`src/rtl/usb_ep_bank_pkg.sv`:
```
package usb_ep_bank_pkg;
  localparam int NUM_FLAGS  = 4;
  localparam int FLAG_RX    = 0;
  localparam int FLAG_UNDER = 1;
  localparam int FLAG_OVER  = 2;
  localparam int FLAG_CRC   = 3;

  // Strobes from control to the datapath
  typedef struct packed {
    logic       pktWr;     // store packet byte in pktBank
    logic       cpuWr;     // store CPU byte in cpuBank
    logic       pktRd;     // advance drain index
    logic       pktRdRst;  // restart drain index
    logic       cpuRd;     // advance CPU read index
    logic       cpuRdRst;  // restart CPU read index
    logic [1:0] clrCnt;    // per-bank count clear
    logic       pktBank;
    logic       cpuBank;
  } bankCtl_t;
endpackage

```
`src/rtl/usb_ep_bank_data.sv`:
```
module usb_ep_bank_data
  import usb_ep_bank_pkg::*;
#(
  parameter int BANK_BYTES = 8,
  parameter int DATA_W     = 8,
  localparam int CW = $clog2(BANK_BYTES + 1),
  localparam int IW = (BANK_BYTES > 1) ? $clog2(BANK_BYTES) : 1
) (
  input  logic                 clk,
  input  logic                 rstN,
  input  bankCtl_t             ctl,
  input  logic [DATA_W-1:0]    pktData,
  input  logic [DATA_W-1:0]    cpuWrData,
  output logic [1:0][CW-1:0]   cnt,
  output logic [1:0]           cntSat,
  output logic [DATA_W-1:0]    inData,
  output logic [DATA_W-1:0]    cpuRdData
);
  localparam logic [IW-1:0] LAST_IDX = IW'(BANK_BYTES - 1);

  logic [DATA_W-1:0] mem [2][BANK_BYTES];
  logic [IW-1:0] drainIdx, cpuIdx;

  for (genvar b = 0; b < 2; b++) begin : g_bank
    logic wrHere;
    assign cntSat[b] = (cnt[b] == CW'(BANK_BYTES));
    assign wrHere = (ctl.pktWr && ctl.pktBank == 1'(b)) ||
                    (ctl.cpuWr && ctl.cpuBank == 1'(b));
    always_ff @(posedge clk or negedge rstN) begin
      if (!rstN)                        cnt[b] <= '0;
      else if (ctl.clrCnt[b])           cnt[b] <= '0;
      else if (wrHere && !cntSat[b])    cnt[b] <= cnt[b] + 1'b1;
    end
  end

  always_ff @(posedge clk) begin
    if (ctl.pktWr && !cntSat[ctl.pktBank])
      mem[ctl.pktBank][cnt[ctl.pktBank][IW-1:0]] <= pktData;
    if (ctl.cpuWr && !cntSat[ctl.cpuBank])
      mem[ctl.cpuBank][cnt[ctl.cpuBank][IW-1:0]] <= cpuWrData;
  end

  always_ff @(posedge clk or negedge rstN) begin
    if (!rstN) begin
      drainIdx <= '0;
      cpuIdx   <= '0;
    end else begin
      if (ctl.pktRdRst)                         drainIdx <= '0;
      else if (ctl.pktRd && drainIdx != LAST_IDX) drainIdx <= drainIdx + 1'b1;
      if (ctl.cpuRdRst)                         cpuIdx <= '0;
      else if (ctl.cpuRd && cpuIdx != LAST_IDX)   cpuIdx <= cpuIdx + 1'b1;
    end
  end

  assign inData    = mem[ctl.pktBank][drainIdx];
  assign cpuRdData = mem[ctl.cpuBank][cpuIdx];
endmodule

```
`src/rtl/usb_ep_bank_ctrl.sv`:
```
module usb_ep_bank_ctrl
  import usb_ep_bank_pkg::*;
(
  input  logic                 clk,
  input  logic                 rstN,
  input  logic                 isoMode,
  input  logic                 epIsIn,
  input  logic                 pktStart,
  input  logic                 pktValid,
  input  logic                 pktEnd,
  input  logic                 pktCrcOk,
  input  logic                 inReq,
  input  logic                 inRdEn,
  input  logic                 inDone,
  input  logic                 cpuWrEn,
  input  logic                 cpuRdEn,
  input  logic                 cpuRelease,
  input  logic                 cpuKill,
  input  logic [NUM_FLAGS-1:0] clrFlags,
  input  logic [1:0]           cntSat,
  output bankCtl_t             ctl,
  output logic [NUM_FLAGS-1:0] flags,
  output logic                 bankReady,
  output logic                 inReady
);
  logic [1:0] full, fullSet, fullClr;
  logic pktPtr, cpuPtr, rxActive, ovfPend, draining;
  logic startOk, startDrop, byteAcc, endAcc, cpuRdOk, outRelease;
  logic inWr, inCommit, inKill, killBank, reqHit, reqMiss, drainRd, drainEnd;
  logic [NUM_FLAGS-1:0] flagSet;

  always_comb begin
    startOk    = !epIsIn && pktStart && !full[pktPtr];
    startDrop  = !epIsIn && pktStart && full[pktPtr];
    byteAcc    = !epIsIn && rxActive && pktValid;
    endAcc     = !epIsIn && rxActive && pktEnd;
    cpuRdOk    = !epIsIn && cpuRdEn && full[cpuPtr];
    outRelease = !epIsIn && cpuRelease && full[cpuPtr];
    inWr       = epIsIn && cpuWrEn && !full[cpuPtr];
    inCommit   = epIsIn && cpuRelease && !full[cpuPtr];
    killBank   = ~cpuPtr;
    inKill     = epIsIn && cpuKill && !cpuRelease && full[killBank] &&
                 !(draining && pktPtr == killBank);
    reqHit     = epIsIn && inReq && !draining && full[pktPtr];
    reqMiss    = epIsIn && inReq && !draining && !full[pktPtr];
    drainRd    = epIsIn && draining && inRdEn;
    drainEnd   = epIsIn && draining && inDone;

    ctl          = '0;
    ctl.pktWr    = byteAcc;
    ctl.cpuWr    = inWr;
    ctl.pktRd    = drainRd;
    ctl.pktRdRst = reqHit;
    ctl.cpuRd    = cpuRdOk;
    ctl.cpuRdRst = outRelease;
    ctl.pktBank  = pktPtr;
    ctl.cpuBank  = cpuPtr;
    if (startOk || drainEnd) ctl.clrCnt[pktPtr]   = 1'b1;
    if (outRelease)          ctl.clrCnt[cpuPtr]   = 1'b1;
    if (inKill)              ctl.clrCnt[killBank] = 1'b1;

    fullSet = '0;
    fullClr = '0;
    if (endAcc)                 fullSet[pktPtr]   = 1'b1;
    if (inCommit)               fullSet[cpuPtr]   = 1'b1;
    if (outRelease)             fullClr[cpuPtr]   = 1'b1;
    if (drainEnd)               fullClr[pktPtr]   = 1'b1;
    if (inKill)                 fullClr[killBank] = 1'b1;

    flagSet             = '0;
    flagSet[FLAG_RX]    = endAcc;
    flagSet[FLAG_UNDER] = isoMode && (startDrop || reqMiss);
    flagSet[FLAG_OVER]  = endAcc && ovfPend;
    flagSet[FLAG_CRC]   = endAcc && !pktCrcOk;
  end

  always_ff @(posedge clk or negedge rstN) begin
    if (!rstN) begin
      full     <= '0;
      pktPtr   <= 1'b0;
      cpuPtr   <= 1'b0;
      rxActive <= 1'b0;
      ovfPend  <= 1'b0;
      draining <= 1'b0;
      flags    <= '0;
    end else begin
      full  <= (full & ~fullClr) | fullSet;
      flags <= (flags & ~clrFlags) | flagSet;
      if (endAcc || drainEnd)                pktPtr <= ~pktPtr;
      if (outRelease || inCommit || inKill)  cpuPtr <= ~cpuPtr;
      if (startOk)       rxActive <= 1'b1;
      else if (endAcc)   rxActive <= 1'b0;
      if (startOk)                        ovfPend <= 1'b0;
      else if (byteAcc && cntSat[pktPtr]) ovfPend <= 1'b1;
      if (reqHit)        draining <= 1'b1;
      else if (drainEnd) draining <= 1'b0;
    end
  end

  assign bankReady = epIsIn ? !full[cpuPtr] : full[cpuPtr];
  assign inReady   = epIsIn && full[pktPtr];
endmodule

```
`src/rtl/usb_ep_bank_mgr.sv`:
```
module usb_ep_bank_mgr
  import usb_ep_bank_pkg::*;
#(
  parameter int BANK_BYTES = 8,
  parameter int DATA_W     = 8,
  localparam int CW = $clog2(BANK_BYTES + 1)
) (
  input  logic                 clk,
  input  logic                 rstN,
  input  logic                 isoMode,
  input  logic                 epIsIn,
  input  logic                 pktStart,
  input  logic                 pktValid,
  input  logic [DATA_W-1:0]    pktData,
  input  logic                 pktEnd,
  input  logic                 pktCrcOk,
  input  logic                 inReq,
  input  logic                 inRdEn,
  input  logic                 inDone,
  output logic [DATA_W-1:0]    inData,
  output logic [CW-1:0]        inLen,
  output logic                 inReady,
  input  logic                 cpuWrEn,
  input  logic [DATA_W-1:0]    cpuWrData,
  input  logic                 cpuRdEn,
  output logic [DATA_W-1:0]    cpuRdData,
  input  logic                 cpuRelease,
  input  logic                 cpuKill,
  output logic                 bankReady,
  output logic [CW-1:0]        cpuByteCount,
  input  logic [NUM_FLAGS-1:0] clrFlags,
  input  logic [NUM_FLAGS-1:0] intEn,
  output logic [NUM_FLAGS-1:0] flags,
  output logic                 irq
);
  bankCtl_t          ctl;
  logic [1:0][CW-1:0] cnt;
  logic [1:0]        cntSat;

  usb_ep_bank_ctrl u_ctrl (
    .clk, .rstN, .isoMode, .epIsIn, .pktStart, .pktValid, .pktEnd, .pktCrcOk,
    .inReq, .inRdEn, .inDone, .cpuWrEn, .cpuRdEn, .cpuRelease, .cpuKill,
    .clrFlags, .cntSat, .ctl, .flags, .bankReady, .inReady
  );

  usb_ep_bank_data #(.BANK_BYTES(BANK_BYTES), .DATA_W(DATA_W)) u_data (
    .clk, .rstN, .ctl, .pktData, .cpuWrData, .cnt, .cntSat, .inData, .cpuRdData
  );

  assign cpuByteCount = cnt[ctl.cpuBank];
  assign inLen        = cnt[ctl.pktBank];
  assign irq          = |(flags & intEn);
endmodule

```
`config.mk`:
```
export PLATFORM = sky130hd
export DESIGN_NAME = usb_ep_bank_mgr
export DESIGN_NICKNAME = d
export VERILOG_FILES = /design/src/rtl/usb_ep_bank_pkg.sv /design/src/rtl/usb_ep_bank_data.sv /design/src/rtl/usb_ep_bank_ctrl.sv /design/src/rtl/usb_ep_bank_mgr.sv
export SDC_FILE = /design/constraint.sdc
export NUM_CORES = 1
export LEC_CHECK = 0
export ABC_AREA = 1
export BUFFER_PORTS_ARGS = -buffer_cell sky130_fd_sc_hd__buf_2
export CAP_MARGIN = 20
export CORE_ASPECT_RATIO = 1.4
export CORE_MARGIN = 5
export CORE_UTILIZATION = 45
export DETAILED_ROUTE_END_ITERATION = 10
export SYNTH_ARGS = -nofsm -noshare
export SYNTH_HDL_FRONTEND = slang
export SYNTH_SLANG_ARGS = --single-unit
```
`constraint.sdc`:
```
create_clock -name clk -period 3 [get_ports clk]
set_input_delay 0.3 -clock clk [delete_from_list [all_inputs] [get_ports clk]]
set_output_delay 0.3 -clock clk [all_outputs]
set_load 0.02 [all_outputs]
```
After elaboration in Yosys (flattened, before gate mapping)
Memory sizes are Yosys's and may differ from the RTL's.
Cells that the tools add are included.
{"block": "word_totals", "reg_bits": 25, "ram_bits": 128, "in_bits": 39, "output_inout_bits": 31, "elab_cells": 184, "n_memories": 1}
{"block": "op_classes", "addsub": 4, "magnitude_cmp": 12, "eq_ne": 5, "muxes": 60, "n_bitwise": 18, "reduce_logical": 73}
{"name": "u_data.mem", "depth": 2, "word_bits": 64, "read_ports": 2, "rd_clocked_by_memory_dff": 0, "wr": 1, "line": "usb_ep_bank_data.sv:21", "rtl": "logic [DATA_W-1:0] mem [2][BANK_BYTES];"}
{"cell": "$mux W64", "n": 4}
{"cell": "$reduce_or A64 Y1", "n": 1}
{"cell": "$bmux W8 S3", "n": 2}
{"cell": "$demux W8 S3", "n": 2}
{"cell": "$mux W8", "n": 6}
{"cell": "$logic_and A1 B1 Y1", "n": 46}
{"cell": "$mux W4", "n": 8}
{"cell": "$mux W1", "n": 23}
{"cell": "$ge A4 B4 Y1 const B", "n": 4}
{"cell": "$mux W2", "n": 8}
{"cell": "$not A3 Y4", "n": 4}
{"cell": "$reduce_bool A2 Y1", "n": 7}
{"cell": "$mux W3", "n": 4}
{"cell": "$or A2 B2 Y2", "n": 6}
{"cell": "$logic_not A1 Y1", "n": 11}
{"cell": "$add A4 B1 Y4 const B", "n": 2}
{"cell": "$and A4 B4 Y4", "n": 2}
{"cell": "$eq A4 B4 Y1 const B", "n": 2}
{"cell": "$lt A4 B1 Y1 const B", "n": 2}
{"cell": "$logic_or A1 B1 Y1", "n": 7}
{"cell": "$add A3 B1 Y3 const B", "n": 2}
{"cell": "$lt A1 B2 Y1 const B", "n": 3}
{"cell": "$ne A3 B3 Y1 const B", "n": 2}
{"cell": "$not A4 Y4", "n": 1}
{"cell": "8 further kinds", "n": 13}

Depth between registers and ports, before layout
{"block": "depth", "depth_word": 12, "depth_mapped": 11, "mapped_depth_nobuf": 11}

Modules after synthesis
Synthesis repeated with hierarchy kept, for this count alone.
{"block": "hier_totals", "hier_cells": 1507, "area_unflattened_um2": 10884.2}
{"mod": "usb_ep_bank_data", "n_inst": 1, "cells_each": 1362, "area_each_um2": 9943.3, "seq_area_each_um2": 4194.0}
{"mod": "usb_ep_bank_ctrl", "n_inst": 1, "cells_each": 116, "area_each_um2": 822.0, "seq_area_each_um2": 275.3}
{"mod": "usb_ep_bank_mgr", "n_inst": 1, "cells_each": 29, "area_each_um2": 118.9, "seq_area_each_um2": 0.0}

Least setup slack after synthesis
OpenSTA, ideal clock, no wires.
{"block": "synth_timing", "path_kind": "register to register", "from": "reg u_data.cnt[0] in the netlist's numbering", "to": "mem u_data.mem[0][10] in the netlist's numbering (enable)", "setup_ns": 0.375, "t_arrival_ns": 1.719, "required_time_ns": 2.625, "setup_slack_ns": 0.906, "path_stages_with_launch": 11, "n_path_buf": 1, "period_less_slack_ns": 2.094, "path_cell_list": "dfrtp_1 -> inv_1 -> ha_1 -> nand2_1 -> nor2_1 -> nor2_1 -> nand2_2 -> nand2_4 -> buf_6 -> nand2_1 -> a21oi_1"}
{"block": "synth_via", "elab_chain_cells": 10, "elab_cells_between_ends": 32, "classes_between": "order compare: 4; eq/ne: 1; mux: 18; bitwise: 2; reduce/logical: 7"}
{"element": "start, declared", "line": "usb_ep_bank_data.sv:14", "rtl": "output logic [1:0][CW-1:0] cnt,"}
{"element": "start signal, assigned by index", "line": "usb_ep_bank_data.sv:32", "rtl": "else if (wrHere && !cntSat[b]) cnt[b] <= cnt[b] + 1'b1;"}
{"element": "$mux W4 (not written as such) (2 in series)", "line": "usb_ep_bank_data.sv:40", "rtl": "mem[ctl.cpuBank][cnt[ctl.cpuBank][IW-1:0]] <= cpuWrData;"}
{"element": "$not A3 Y4 (not written as such)", "line": "usb_ep_bank_data.sv:40"}
{"element": "$ge A4 B4 Y1 (not written as such) or $lt A4 B1 Y1 (tied branches)", "line": "usb_ep_bank_data.sv:40"}
{"element": "$logic_and A1 B1 Y1 (not written as such)", "line": "usb_ep_bank_data.sv:40"}
{"element": "$mux W8 (not written as such)", "line": "usb_ep_bank_data.sv:40"}
{"element": "$demux W8 S3", "line": "usb_ep_bank_data.sv:40"}
{"element": "$mux W64 (not written as such)", "line": "usb_ep_bank_data.sv:40"}
{"element": "$reduce_or A64 Y1 (no source line)"}
{"element": "$mux W1 (no source line) or $mux W64 (tied branches)"}
{"element": "end, declared", "line": "usb_ep_bank_data.sv:21"}
Parallel ways exist; a longest one is shown, timed or not. The select of a mux whose other input is x is not followed.

Worst setup path after layout
{"block": "layout_timing", "from": "reg u_ctrl.cpuPtr", "to": "out cpuRdData[2]"}
{"block": "layout_via", "elab_chain_cells": 4}
{"element": "start, declared", "line": "usb_ep_bank_ctrl.sv:27", "rtl": "logic pktPtr, cpuPtr, rxActive, ovfPend, draining;"}
{"element": "start signal, assigned", "line": "usb_ep_bank_ctrl.sv:90", "rtl": "if (outRelease || inCommit || inKill) cpuPtr <= ~cpuPtr;"}
{"element": "$mem_v2 Z2 W64"}
{"element": "$bmux W8 S3", "line": "usb_ep_bank_data.sv:56", "rtl": "assign cpuRdData = mem[ctl.cpuBank][cpuIdx];"}
{"element": "$mux W8 (not written as such) (2 in series)", "line": "usb_ep_bank_data.sv:56"}
{"element": "end, declared", "line": "usb_ep_bank_mgr.sv:26", "rtl": "output logic [DATA_W-1:0] cpuRdData,"}
Every way passes these cells. The select of a mux whose other input is x is not followed.

==> results.rst <==
.. list-table::
   :header-rows: 1

   * - Metric
     - Value
   * - Total power
     - 9.84 mW
   * - Slew Limit Headroom
     - 44.2%
   * - Power density over the cells
     - 1050 nW/um2
   * - Placement row count
     - 58
   * - Leading post-synthesis cells by cell area
     - sky130_fd_sc_hd__edfxtp_1, sky130_fd_sc_hd__nand3_1, sky130_fd_sc_hd__dfrtp_1
   * - Static power due to leakage
     - 3.79 nW
   * - Wire per inst
     - 18.2 um
   * - Total count of max-transition violations in the final report
     - 0
   * - Total GRT Usage
     - 20.6%
   * - Final HPWL DP
     - 15,400 um
   * - Number of max-capacitance violations reported
     - 0
   * - Antenna violations before repair
     - 0
   * - Final Instance Count excl. Fillers
     - 1,213
   * - Maximum level of the CTS H-tree
     - 4
   * - Overall die width
     - 125 um
   * - Slack of the critical path
     - 0.257 ns
   * - Setup Skew
     - 0.00963 ns
   * - Sequential area share after synthesis
     - 53.9%
   * - DRC errors left
     - 0
   * - Cell repeated most along the worst path
     - sky130_fd_sc_hd__nand3_1
   * - Achievable clock frequency
     - 365 MHz
   * - Total inserted antenna cells
     - 0
   * - Count of final hold-check violations
     - 0
   * - Internal Pwr Total
     - 5.29 mW
   * - Remaining global-route overflow
     - 0
   * - Number of cells after detailed placement
     - 1,180
   * - Avg Cell Area, Syn
     - 9.11 um2
   * - Worst endpoint required time
     - 2.70 ns
   * - Area enclosed by the die boundary
     - 21,300 um2
   * - Die height
     - 171 um
   * - Final ANT Viol Nets
     - 0
   * - Proportion of synthesized flip-flops having asynchronous set or reset
     - 16.3%
   * - Worst slack, placed
     - 0.464 ns
   * - Port Buffers
     - 69
   * - Sum of negative setup slack
     - 0 ns
   * - Reported net switching power
     - 4.55 mW
   * - Critical path capture point type
     - output port
   * - Count of endpoints failing setup in the final report
     - 0
   * - Number of different library cells in the post-synthesis netlist
     - 37
   * - Top-level I/O count
     - 70
   * - Share of final-layout standard cells stronger than drive strength 1
     - 16.5%
   * - Summed instance area of the synthesized netlist
     - 8300 um2
   * - Type of the tightest min-delay check
     - input port to register
   * - Outcome
     - finished, final reports clean
   * - Most common cell in the synthesized netlist
     - sky130_fd_sc_hd__nand2_1
   * - GP Congestion
     - 0.848
   * - Number of sinks driven by the clock tree
     - 153
   * - Global-route wire length before repair
     - 34,200 um
   * - Post-Route Utilization
     - 51.9%
   * - Clock tree from TritonCTS
     - built
   * - Cell count after synthesis
     - 911
   * - Clock buffer count from CTS
     - 17
   * - Number of detailed-routing iterations run before antenna repair
     - 5
   * - Synth top area share
     - 46.3%
   * - Fraction of power consumed by sequential logic
     - 31.7%
   * - Actual slew at the worst max-slew pin
     - 0.837 ns
   * - Peak supply drop
     - 583 uV
   * - Critical path start-end classification
     - register to output port
   * - Sum of routed wire length over all layers
     - 22,000 um
   * - Clock Tree Buf Depth
     - 2
   * - Worst setup SP type
     - register
   * - Insertion delay of the later-clocked pin in the worst-skew pair
     - 0.42 ns
   * - Via count of the first global-routing pass
     - 6,476
   * - Layout overhead on the synthesized area
     - 13.0%
   * - Initial core utilization
     - 45.9%
   * - Total of warnings raised by yosys
     - 0
   * - Number of enable flip-flop cells after synthesis
     - 128
   * - Part of the total power dissipated in combinational logic
     - 47.3%
   * - Via total after detailed routing
     - 6,740
   * - WP data arrival
     - 2.44 ns
   * - Clk slew on worst S/H paths
     - 0.07 ns
   * - Number of register bits inferred by synthesis
     - 153
   * - Clock period minus worst slack
     - 2.74 ns
   * - Fraction of power spent switching nets
     - 46.3%
   * - Biggest fanout along the worst timing path
     - 50
   * - Cell breakdown of the critical path
     - buf_4 -> o211ai_1 -> nand3_1 -> nand3_1 -> nand2_1 -> buf_2
   * - Final cycle utilization of the critical path
     - 91.4%
   * - Clock power frac
     - 21.0%
   * - Unrepaired setup endpoints after global routing
     - no
   * - Post-cts hold buffer count
     - 1
   * - Number of DRC markers in iteration 0
     - 462
   * - Total setup buffers inserted after CTS
     - 0
   * - Via count normalized by instance count
     - 5.56
   * - Pin count of the biggest net entering global routing
     - 130
   * - Slowest Stage Delay on Critical Path
     - 0.74 ns
   * - Post-Synthesis Net Count
     - 958
   * - Cell at the root of the clock tree
     - sky130_fd_sc_hd__clkbuf_16
   * - Area of the core
     - 18,100 um2
   * - Top FF cell, synth
     - sky130_fd_sc_hd__edfxtp_1
   * - Top cell types by occurrence after synthesis
     - sky130_fd_sc_hd__nand2_1, sky130_fd_sc_hd__nand3_1, sky130_fd_sc_hd__edfxtp_1
   * - Final layout net count
     - 1,007
   * - Gates resized, CTS repair
     - 0
   * - Cell with the largest stage delay on the worst path
     - sky130_fd_sc_hd__dfrtp_4
   * - Leading area contributor after synthesis
     - sky130_fd_sc_hd__edfxtp_1
==> power by group through the flow <==
stage	registers (mW)	clock network, mW	logic (mW)
detailed placement	3.16	0	4.70
CTS	3.12	2.08	4.71
finish	3.12	2.06	4.66
global placement	3.16	0	4.68
floorplan	2.90	0	3.50
global route	3.16	2.18	5.14
==> cells by family (layout without fill, tap and decap cells) <==
group                    after synthesis  count (layout)  synth area share (%)
flip-flops                           153             153                  53.9
AO/OA/AOI/OAI                        242             242                  17.3
AND/OR/NAND/NOR                      342             342                  18.9
buffers and inverters                164             226                  8.55
XOR/XNOR                               2               2                 0.211
adder cells (fa/ha/maj)                8               8                  1.21
==> area by class of cell <==
class	count	area (um2)
Clock buffer	17	425
Clock inverter	15	141
Fill cell	1677	8690
Inverter	105	400
Multi-Input combinational cell	594	3120
Sequential cell	153	4480
Tap cell	240	300
Timing Repair Buffer	89	510
==> per-stage QoR <==
stage	area [um2]	hold slack, ns
floorplan	8300	0.00441
global placement	8800	0.347
detailed placement	8800	0.347
CTS	9380	0.0397
global route	9380	0.0500
finish	9380	0.0498
==> metal layers <==
metal  GRT usage [%]  share of wire [%]  wire length, um
met1            24.1                 39             8680
met2            38.3                 53            11700
met4            7.68                2.7              591
met3            3.09                4.9             1070
met5               0                  0                0
==> critical path, delay by kind of cell, from the launching register on <==
kind	cells	cell delay [ns]
AO/OA/AOI/OAI	1	0.16
AND/OR/NAND/NOR	3	0.42
buffers and inverters	2	0.68
flip-flops	1	0.74
==> registers in the layout, indices dropped and copies added (netlist names) <==
signal,flops
u_data.mem,128
u_ctrl.flags,4
u_ctrl.cpuPtr,1
u_ctrl.rxActive,1
u_data.cnt,8
u_data.drainIdx,3
u_ctrl.full,2
u_ctrl.pktPtr,1
u_data.cpuIdx,3
u_ctrl.ovfPend,1
u_ctrl.draining,1
==> layout by cell type (no fill, tap or decap), drive strengths merged <==
cell type	Yosys	layout
dlygate4sd3	0	1
nor3	3	3
nand3b	1	1
inv	100	105
nand2	166	166
xor2	2	2
nand4	6	6
o211ai	65	65
edfxtp	128	128
a21oi	86	86
o22ai	4	4
buf	43	88
o21ai	84	84
or2	1	1
bufinv	0	1
clkinvlp	0	4
nand3	141	141
clkbuf	16	17
o221ai	1	1
clkinv	5	10
nor2	24	24
o21a	1	1
ha	8	8
dfrtp	25	25
a31oi	1	1
==> path summary, 6_finish.rpt <==
kind / from / end / slack (ns) / cells after the start
max: u_ctrl.cpuPtr / cpuRdData[2] / 0.26 / 6
min: clrFlags[3] / u_ctrl.flags[3] / 0.05 / 2
max reg2reg: u_ctrl.cpuPtr / u_data.mem[1][55] / 0.45 / 8
min reg2reg: u_ctrl.ovfPend / u_ctrl.ovfPend / 0.53 / 2
max in group asynchronous: rstN / u_ctrl.cpuPtr / 2.13 / 2
min in group asynchronous: rstN / u_data.cnt[6] / 0.42 / 2
No activity file was read; power rests on OpenSTA's default activity.
